[src/rtl/tlbv_pkg.sv]
package tlbv_pkg;

    // Controller state, derived from the pointer and lockdown registers
    typedef enum logic [1:0] {
        RS_ROAM    = 2'd0,  // pointer is a legal victim
        RS_REPAIR  = 2'd1,  // pointer illegal, victim forced to L
        RS_BLOCKED = 2'd2   // lockdown covers every implemented slot
    } tlbv_state_e;

endpackage

[src/rtl/tlbv_lock_reg.sv]
module tlbv_lock_reg #(
    parameter int PTR_W       = 6,
    parameter int NUM_ENTRIES = 32
) (
    input  logic             clk,
    input  logic             rst_n,
    input  logic             lock_wr_en,
    input  logic [PTR_W-1:0] lock_wr_data,
    output logic [PTR_W-1:0] lock_q,
    output logic [PTR_W-1:0] lock_d,
    output logic             blocked_q,
    output logic             blocked_d
);
    localparam logic [PTR_W:0] CNT = (PTR_W+1)'(NUM_ENTRIES);

    always_comb begin
        lock_d = lock_wr_en ? lock_wr_data : lock_q;
    end

    always_ff @(posedge clk) begin
        if (!rst_n) lock_q <= '0;
        else        lock_q <= lock_d;
    end

    assign blocked_q = ({1'b0, lock_q} >= CNT);
    assign blocked_d = ({1'b0, lock_d} >= CNT);

    // a lockdown write is in force after the edge
    p_lock_load_r8: assert property (@(posedge clk) disable iff (!rst_n)
        lock_wr_en |=> lock_q == $past(lock_wr_data));

    // without a write the amount holds
    p_lock_hold_r8: assert property (@(posedge clk) disable iff (!rst_n)
        !lock_wr_en |=> lock_q == $past(lock_q));

endmodule

[src/rtl/tlbv_step.sv]
module tlbv_step #(
    parameter int PTR_W       = 6,
    parameter int NUM_ENTRIES = 32
) (
    input  logic [PTR_W-1:0] cur_idx,
    input  logic [PTR_W-1:0] lock_amt,
    output logic [PTR_W-1:0] nxt_idx
);
    localparam logic [PTR_W-1:0] LAST = PTR_W'(NUM_ENTRIES - 1);

    always_comb begin
        if (cur_idx == LAST) nxt_idx = lock_amt;
        else                 nxt_idx = cur_idx + 1'b1;
    end

endmodule

[src/rtl/tlbv_ctrl.sv]
module tlbv_ctrl
    import tlbv_pkg::*;
#(
    parameter int PTR_W       = 6,
    parameter int NUM_ENTRIES = 32
) (
    input  logic             clk,
    input  logic             rst_n,
    input  logic             ptr_wr_en,
    input  logic [PTR_W-1:0] ptr_wr_data,
    input  logic             entry_wr,
    input  logic [PTR_W-1:0] lock_q,
    input  logic [PTR_W-1:0] lock_d,
    input  logic             blocked_d,
    input  logic [PTR_W-1:0] step_idx,
    output logic [PTR_W-1:0] victim_idx,
    output logic             no_victim
);
    localparam logic [PTR_W:0] CNT = (PTR_W+1)'(NUM_ENTRIES);

    tlbv_state_e      state_q, state_d;
    logic [PTR_W-1:0] ptr_q, ptr_d;

    function automatic tlbv_state_e classify(input logic [PTR_W-1:0] p,
                                             input logic [PTR_W-1:0] l,
                                             input logic             blk);
        if (blk)                                return RS_BLOCKED;
        else if (p < l || {1'b0, p} >= CNT)     return RS_REPAIR;
        else                                    return RS_ROAM;
    endfunction

    // Next pointer: software load first, then advance if a slot exists
    always_comb begin
        ptr_d = ptr_q;
        if (ptr_wr_en)                            ptr_d = ptr_wr_data;
        else if (entry_wr && state_q != RS_BLOCKED) ptr_d = step_idx;
        state_d = classify(ptr_d, lock_d, blocked_d);
    end

    // State register
    always_ff @(posedge clk) begin
        if (!rst_n) begin
            ptr_q   <= '0;
            state_q <= RS_ROAM;
        end else begin
            ptr_q   <= ptr_d;
            state_q <= state_d;
        end
    end

    // Outputs
    always_comb begin
        unique case (state_q)
            RS_ROAM:    begin victim_idx = ptr_q;  no_victim = 1'b0; end
            RS_REPAIR:  begin victim_idx = lock_q; no_victim = 1'b0; end
            RS_BLOCKED: begin victim_idx = ptr_q;  no_victim = 1'b1; end
            default:    begin victim_idx = ptr_q;  no_victim = 1'b1; end
        endcase
    end

    // offered slot is never protected or unimplemented
    p_victim_legal_r3: assert property (@(posedge clk) disable iff (!rst_n)
        !no_victim |-> (victim_idx >= lock_q && {1'b0, victim_idx} < CNT));

    // software load wins over any advance
    p_sw_load_r9: assert property (@(posedge clk) disable iff (!rst_n)
        ptr_wr_en |=> ptr_q == $past(ptr_wr_data));

    // leaving the last slot returns to the old lockdown amount
    p_wrap_to_lock_r6: assert property (@(posedge clk) disable iff (!rst_n)
        (entry_wr && !ptr_wr_en && !no_victim &&
         {1'b0, victim_idx} == CNT - 1'b1) |=> ptr_q == $past(lock_q));

    // no advance while every slot is protected
    p_frozen_r7: assert property (@(posedge clk) disable iff (!rst_n)
        (no_victim && !ptr_wr_en) |=> ptr_q == $past(ptr_q));

    // blocked flag agrees with the lockdown register
    p_flag_match_r7: assert property (@(posedge clk) disable iff (!rst_n)
        no_victim == ({1'b0, lock_q} >= CNT));

endmodule

[src/rtl/tlb_victim_sel.sv]
module tlb_victim_sel #(
    parameter int PTR_W       = 6,
    parameter int NUM_ENTRIES = 32
) (
    input  logic             clk,
    input  logic             rst_n,
    input  logic             ptr_wr_en,
    input  logic [PTR_W-1:0] ptr_wr_data,
    input  logic             lock_wr_en,
    input  logic [PTR_W-1:0] lock_wr_data,
    input  logic             entry_wr,
    output logic [PTR_W-1:0] victim_idx,
    output logic             no_victim
);
    initial begin
        assert (NUM_ENTRIES >= 1 && NUM_ENTRIES <= (1 << PTR_W))
            else $error("NUM_ENTRIES out of range for PTR_W");
    end

    logic [PTR_W-1:0] lock_q, lock_d, step_idx;
    logic             blocked_q, blocked_d;

    tlbv_lock_reg #(.PTR_W(PTR_W), .NUM_ENTRIES(NUM_ENTRIES)) lock_i (
        .clk          (clk),
        .rst_n        (rst_n),
        .lock_wr_en   (lock_wr_en),
        .lock_wr_data (lock_wr_data),
        .lock_q       (lock_q),
        .lock_d       (lock_d),
        .blocked_q    (blocked_q),
        .blocked_d    (blocked_d)
    );

    tlbv_step #(.PTR_W(PTR_W), .NUM_ENTRIES(NUM_ENTRIES)) step_i (
        .cur_idx  (victim_idx),
        .lock_amt (lock_q),
        .nxt_idx  (step_idx)
    );

    tlbv_ctrl #(.PTR_W(PTR_W), .NUM_ENTRIES(NUM_ENTRIES)) ctrl_i (
        .clk         (clk),
        .rst_n       (rst_n),
        .ptr_wr_en   (ptr_wr_en),
        .ptr_wr_data (ptr_wr_data),
        .entry_wr    (entry_wr),
        .lock_q      (lock_q),
        .lock_d      (lock_d),
        .blocked_d   (blocked_d),
        .step_idx    (step_idx),
        .victim_idx  (victim_idx),
        .no_victim   (no_victim)
    );

    // blocked output is in step with the lockdown comparison
    p_top_block_r7: assert property (@(posedge clk) disable iff (!rst_n)
        no_victim == blocked_q);

endmodule

[config.mk]
export PLATFORM = sky130hd
export DESIGN_NAME = tlb_victim_sel
export DESIGN_NICKNAME = d
export VERILOG_FILES = /design/src/rtl/tlbv_pkg.sv /design/src/rtl/tlbv_lock_reg.sv /design/src/rtl/tlbv_step.sv /design/src/rtl/tlbv_ctrl.sv /design/src/rtl/tlb_victim_sel.sv
export SDC_FILE = /design/constraint.sdc
export NUM_CORES = 1
export LEC_CHECK = 0
export BUFFER_PORTS_ARGS = -buffer_cell sky130_fd_sc_hd__buf_4
export CAP_MARGIN = 20
export CORE_MARGIN = 5
export CORE_UTILIZATION = 33
export DETAILED_ROUTE_END_ITERATION = 12
export GPL_ROUTABILITY_DRIVEN = 0
export HOLD_SLACK_MARGIN = 0.02
export PLACE_DENSITY = 0.54
export REMOVE_ABC_BUFFERS = 1
export SLEW_MARGIN = 20
export SYNTH_ARGS = -nofsm -noshare
export SYNTH_HDL_FRONTEND = slang
export SYNTH_SLANG_ARGS = --single-unit
[constraint.sdc]
create_clock -name clk -period 7.2 [get_ports clk]
set_clock_uncertainty 0.1 [all_clocks]
set_input_delay 1.44 -clock clk [delete_from_list [all_inputs] [get_ports clk]]
set_output_delay 1.44 -clock clk [all_outputs]
set_load 0.01 [all_outputs]
# Word level (Yosys, flattened, before mapping)

Index checks and enable logic that the tools add are counted.

Output and inout port bits: 7
Register bits: 14

Mux-type cells: 8
Eq/ne operators: 3
$lt $le $gt $ge: 3
Reduce and logical (&&, ||, !) cells: 5
Bitwise gates (word level): 1
$add $sub $neg: 1

Operators with widths:

| cell                                                      | number |
|---|---|
| two-way mux 6 bit                                         | 5 |
| greater-or-equal comparator 6 bit (second input constant) | 2 |
| adder 6 x 1 -> 6 bit (second input constant)              | 1 |
| == test 6 x 5 -> 1 bit (second input constant)            | 1 |
| less-than comparator 6 bit                                | 1 |
| OR reduction 2 bit                                        | 2 |
| == test 2 x 1 -> 1 bit (second input constant)            | 1 |
| zero test 2 bit                                           | 1 |
| two-way mux 1 bit                                         | 2 |
| two-way mux 2 bit                                         | 1 |
| != test 2 bit (second input constant)                     | 1 |
| logical AND 1 bit                                         | 1 |
| logical OR 1 bit                                          | 1 |
| NOT 1 bit                                                 | 1 |

# Longest topological paths before layout

Depth in word-level cells: 10
Gate-level depth with buffers: 17
Depth with buffers taken out: 15

# By module

Synthesis repeated with hierarchy kept, for this count alone.

Cells, all modules: 118
Area, all modules: 1107.3 um^2

Modules (own cells, without submodules):

| module        | area each (um^2) | times used | cells an instance |
|---|---|---|---|
| tlbv_ctrl     | 653.1            | 1          | 75 |
| tlbv_lock_reg | 272.8            | 1          | 21 |
| tlbv_step     | 181.4            | 1          | 22 |

# Least setup slack after synthesis

No wires, ideal clock.

Path type: reg2reg
Start: register lock_i.lock_q[5]
End: register ctrl_i.state_q[0]
Period minus slack after synthesis: 3.523 ns
Setup time: 0.117 ns
Cell stages (with the launch flop): 18
Required time: 6.983 ns
Data arrival time: 3.306 ns
Setup slack: 3.677 ns
Cell sequence: dfxtp_1 > or2b_4 > clkbuf_1 > nand2_1 > nand2_1 > ha_1 > and2_1 > a21oi_1 > buf_2 > or3_1 > a211oi_1 > nor2_1 > ha_1 > and4_1 > nand2_1 > nor3_1 > nand4_1 > a32o_1

Longest elaborated chain between the ends: 8
Elaborated cells on any way between the ends: 13
Classes of those cells: add/sub (1); order compare (3); eq/ne (1); mux (6); reduce/logical (2)

Ends and longest elaborated chain:

| element                                                                                | RTL line            | text |
|---|---|---|
| start, declared                                                                        | tlbv_lock_reg.sv:9  | `output logic [PTR_W-1:0] lock_q,` |
| start signal, assigned                                                                 | tlbv_lock_reg.sv:22 | `else lock_q <= lock_d;` |
| two-way mux 6 bit *                                                                    | tlbv_ctrl.sv:53     | `unique case (state_q)` |
| == test 6 x 5 -> 1 bit *                                                               | tlbv_step.sv:12     | `if (cur_idx == LAST) nxt_idx = lock_amt;` |
| two-way mux 6 bit *                                                                    | tlbv_step.sv:12     |  |
| two-way mux 6 bit *                                                                    | tlbv_ctrl.sv:36     | `else if (entry_wr && state_q != RS_BLOCKED) ptr_d = step_idx;` |
| two-way mux 6 bit *                                                                    | tlbv_ctrl.sv:35     | `if (ptr_wr_en) ptr_d = ptr_wr_data;` |
| via ctrl_i.ptr_d[3]                                                                    | tlbv_ctrl.sv:22     | `logic [PTR_W-1:0] ptr_q, ptr_d;` |
| less-than comparator 6 bit / greater-or-equal comparator 6 bit (equally long branches) | tlbv_ctrl.sv:28     | `else if (p < l \|\| {1'b0, p} >= CNT) return RS_REPAIR;` |
| logical OR 1 bit *                                                                     | tlbv_ctrl.sv:28     |  |
| two-way mux 1 bit *                                                                    | tlbv_ctrl.sv:28     |  |
| end signal, assigned                                                                   | tlbv_ctrl.sv:47     | `state_q <= state_d;` |
| end, declared                                                                          | tlbv_ctrl.sv:21     | `tlbv_state_e state_q, state_d;` |

Mark *: on every way through the listed nets, which the timed path passes. The rest lies on a longest branch.
A chain may end at the register's enable or synchronous reset.

# Worst setup path after layout

Start: register ctrl_i.state_q[0]
End: register ctrl_i.state_q[0]

Longest elaborated chain between the ends: 9
Elaborated cells on any way between the ends: 13
Classes of those cells: add/sub (1); order compare (2); eq/ne (3); mux (5); reduce/logical (2)

Ends and longest elaborated chain:

| element                                                                                | RTL line |
|---|---|
| == test 2 x 1 -> 1 bit                                                                 | tlbv_ctrl.sv:53 |
| two-way mux 6 bit                                                                      | tlbv_ctrl.sv:53 |
| adder 6 x 1 -> 6 bit / == test 6 x 5 -> 1 bit (equally long branches)                  | tlbv_step.sv:13, tlbv_step.sv:12 |
| two-way mux 6 bit                                                                      | tlbv_step.sv:12 |
| two-way mux 6 bit *                                                                    | tlbv_ctrl.sv:36 |
| two-way mux 6 bit *                                                                    | tlbv_ctrl.sv:35 |
| via ctrl_i.ptr_d[3]                                                                    | tlbv_ctrl.sv:22 |
| less-than comparator 6 bit / greater-or-equal comparator 6 bit (equally long branches) | tlbv_ctrl.sv:28 |
| logical OR 1 bit *                                                                     | tlbv_ctrl.sv:28 |
| two-way mux 1 bit *                                                                    | tlbv_ctrl.sv:28 |

Marked as above.

==> flow_summary.toml <==
[status]
status = "complete, no violations"

[synth]
ys.warnings.count = 0
synth_flop_cell = "dfxtp_1"
synth_edf_count = 0
synth_async_sr_flop_share = 0
netlist_area_um2 = 1130
synthCells = 147
ys_ff_latch = 13
yosysSeqAreaShare = 0.230
synth.avg_cell_area_um2 = 7.69
synth.distinct_cells = 47

[die]
dieArea_um2 = 4690
rows = 21
die_x_um = 68.5
placeableCoreArea_um2 = 3340
die_y_um = 68.5
start_util = 0.339
io_pins = 24

[drt]
route.met3.wl_um = 188
final_antenna_net_count = 0
wl_um = 3300
drt-pass1-iter-count = 4
post_drt_wl_per_cell_um = 15.6
drt_iter0_markers = 157
via_per_inst = 5.55
num_vias = 1177
drc = 0
topRoutingLayerUsed = "met4"
met2_length_um = 1610
wl_met1_um = 1450

[sta]
whs_ps = 557
hold_violations = 0
rsz0062_at_grt = "false"
tns_ps = 0
finalSetupViolations = 0
worstMarginPinSlew_ps = 742
max_clock_freq_mhz = 259
slew_headroom = 0.505
min_period_ps = 3860
post-route-period-util = 0.536
drv_slew = 0

[run]
max_cap_violations = 0

[critical_path]
cp.required_ps = 7270
start_kind = "flop"
critPathKind = "reg2reg"
cp_top_family = "simple AND/OR/NAND/NOR gates"
cp.arrival_ps = 3930
worstReg2RegStart = "ctrl_i.state_q[0]"
path_buf_inv = 0
setup.worst_path.end_class = "flop"
slowest_stage = "nor2b_2"
crit_top_cell = "nand2_1"
crit_path_cell_trace = "nor2b_2 -> nand2_1 -> nand2_1 -> ha_1 -> and2_1 -> a21oi_1 -> or3_1 -> a211oi_1 -> nor2_1 -> ha_1 -> and4_1 -> nand2_1 -> nor3_1 -> nand4_1 -> a32o_1"
critPathMaxFanout = 12
r2r_slack_ps = 3340
r2r_end = "ctrl_i.state_q[0]"
r2r_cells = 15
slowest_delay_ps = 460

[placed_design]
hpwl_um = 2580
portBuffers = 23

[cts]
cts_setup_buffers = 0
postCtsResizedCells = 0
ctsHoldBuffers = 0
cts_tree = "yes"
h-tree-depth = 1
cts_buffers = 3
clkLatencyLatePin_ps = 270
cts_buffer_depth = 2
cts_root_buffer = "clkbuf_4"
clkTransAtPathRegs_ps = 80
cts.sinks = 13

[cells_and_area]
fillCellCount = 380
drive_gt1_frac = 0.187
final_cell_mix = "23 x buf_4, 18 x nand2_1, 13 x dfxtp_1"
antenna_cells = 0
final_common_cell = "buf_4"
nNetsFinal = 190
syn2layout_area_growth_pct = 19.5

[global_route]
grt_overflow = 0
grt_antenna_before_repair = 0
grt_usage = 0.150
grt_pass1_wl_um = 5290
grt_pass1_vias = 1085
grt_max_degree = 15

[pwr]
peakVddDrop_uv = 83.3
p_leak_nw = 0.570
p_per_area_nw_per_um2 = 148

[min_path]
hold_path.class = "reg2reg"
whs_path_depth = 2
holdPathEnd = "lock_i.lock_q[1]"
hold_start = "lock_i.lock_q[1]"
## routing by layer
layer,GRT usage,up-vias
met5,0,-
met4,0.0720,0
li1,-,582
met2,0.243,40
met3,0.0211,6
met1,0.194,549
## flip-flops by register name, indices dropped and copies added (netlist names)
name            count
ctrl_i.state_q      1
ctrl_i.ptr_q        6
lock_i.lock_q       6
## worst min-delay path, delay by kind of cell, from the launching register on
family           cells  cell delay (ps)
and+or+nand+nor      1               70
muxes                1              200
DFF                  1              350
## cells by family (layout without fill, tap and decap cells)
family,Yosys count,in the layout,share of synthesized area
AO/OA/AOI/OAI,40,40,0.240
multiplexers,10,10,0.0941
AND/OR/NAND/NOR,62,62,0.301
flip-flops,13,13,0.230
buffers and inverters,14,33,0.0521
XOR/XNOR,2,2,0.0155
adder cells (fa/ha/maj),6,6,0.0664
## worst max-delay path by stage
stage                             end  cells past startpoint  slack [ps]               from
floorplan           ctrl_i.state_q[0]                     15        3820   lock_i.lock_q[5]
global placement    ctrl_i.state_q[0]                     10        3480          ptr_wr_en
detailed placement  ctrl_i.state_q[0]                     15        3420  ctrl_i.state_q[0]
CTS                 ctrl_i.state_q[0]                     15        3390  ctrl_i.state_q[0]
global route        ctrl_i.state_q[0]                     15        3050  ctrl_i.state_q[0]
finish              ctrl_i.state_q[0]                     15        3340  ctrl_i.state_q[0]
## cell usage after synthesis (2+ instances only)
cell type / instances / share of area
ha_1: 6 / 0.066
a211oi_1: 2 / 0.013
nor2_1: 7 / 0.023
nor2b_1: 8 / 0.044
nor3b_1: 2 / 0.013
buf_2: 2 / 0.0089
o311ai_0: 2 / 0.016
o31ai_1: 3 / 0.020
a2111oi_0: 2 / 0.016
mux2i_1: 8 / 0.071
clkbuf_1: 5 / 0.017
o211ai_1: 2 / 0.013
a21oi_1: 6 / 0.027
and3_1: 2 / 0.011
a31oi_1: 4 / 0.022
nand3_1: 5 / 0.022
o21ai_0: 10 / 0.044
dfxtp_1: 13 / 0.23
inv_1: 6 / 0.020
and2_1: 7 / 0.039
nand2b_1: 2 / 0.011
nand2_1: 18 / 0.060
## through the flow
step / area, um2 / power, mW / setup WS (ps) / instances / utilization
2_1_floorplan: 1090 / 0.127 / 3820 / 139 / -
3_5_place_dp: 1320 / 0.155 / 3420 / 208 / 0.397
5_1_grt: 1350 / 0.213 / 3050 / 212 / 0.405
4_1_cts: 1350 / 0.202 / 3390 / 212 / 0.405
6_report: 1350 / 0.200 / 3340 / 212 / 0.405
3_3_place_gp: 1320 / 0.156 / 3480 / 208 / 0.397
## power breakdown
group / internal [mW] / total [mW] / leakage, nW / switching (mW)
logic: 0.0325 / 0.0690 / 0.447 / 0.0365
registers: 0.0772 / 0.0853 / 0.107 / 0.00811
clock network: 0.0214 / 0.0454 / 0.0150 / 0.0240
total: 0.131 / 0.200 / 0.570 / 0.0686
## layout make-up
type / count / area [um2] / area share
multi-input combinational: 120 / 811 / 0.601
sequential: 13 / 260 / 0.193
timing repair buffer: 23 / 173 / 0.128
tap: 46 / 57.6 / 0.0426
clock buffer: 4 / 26.3 / 0.0195
inverter: 6 / 22.5 / 0.0167
Note: power is estimated with default switching activity, not from simulation.
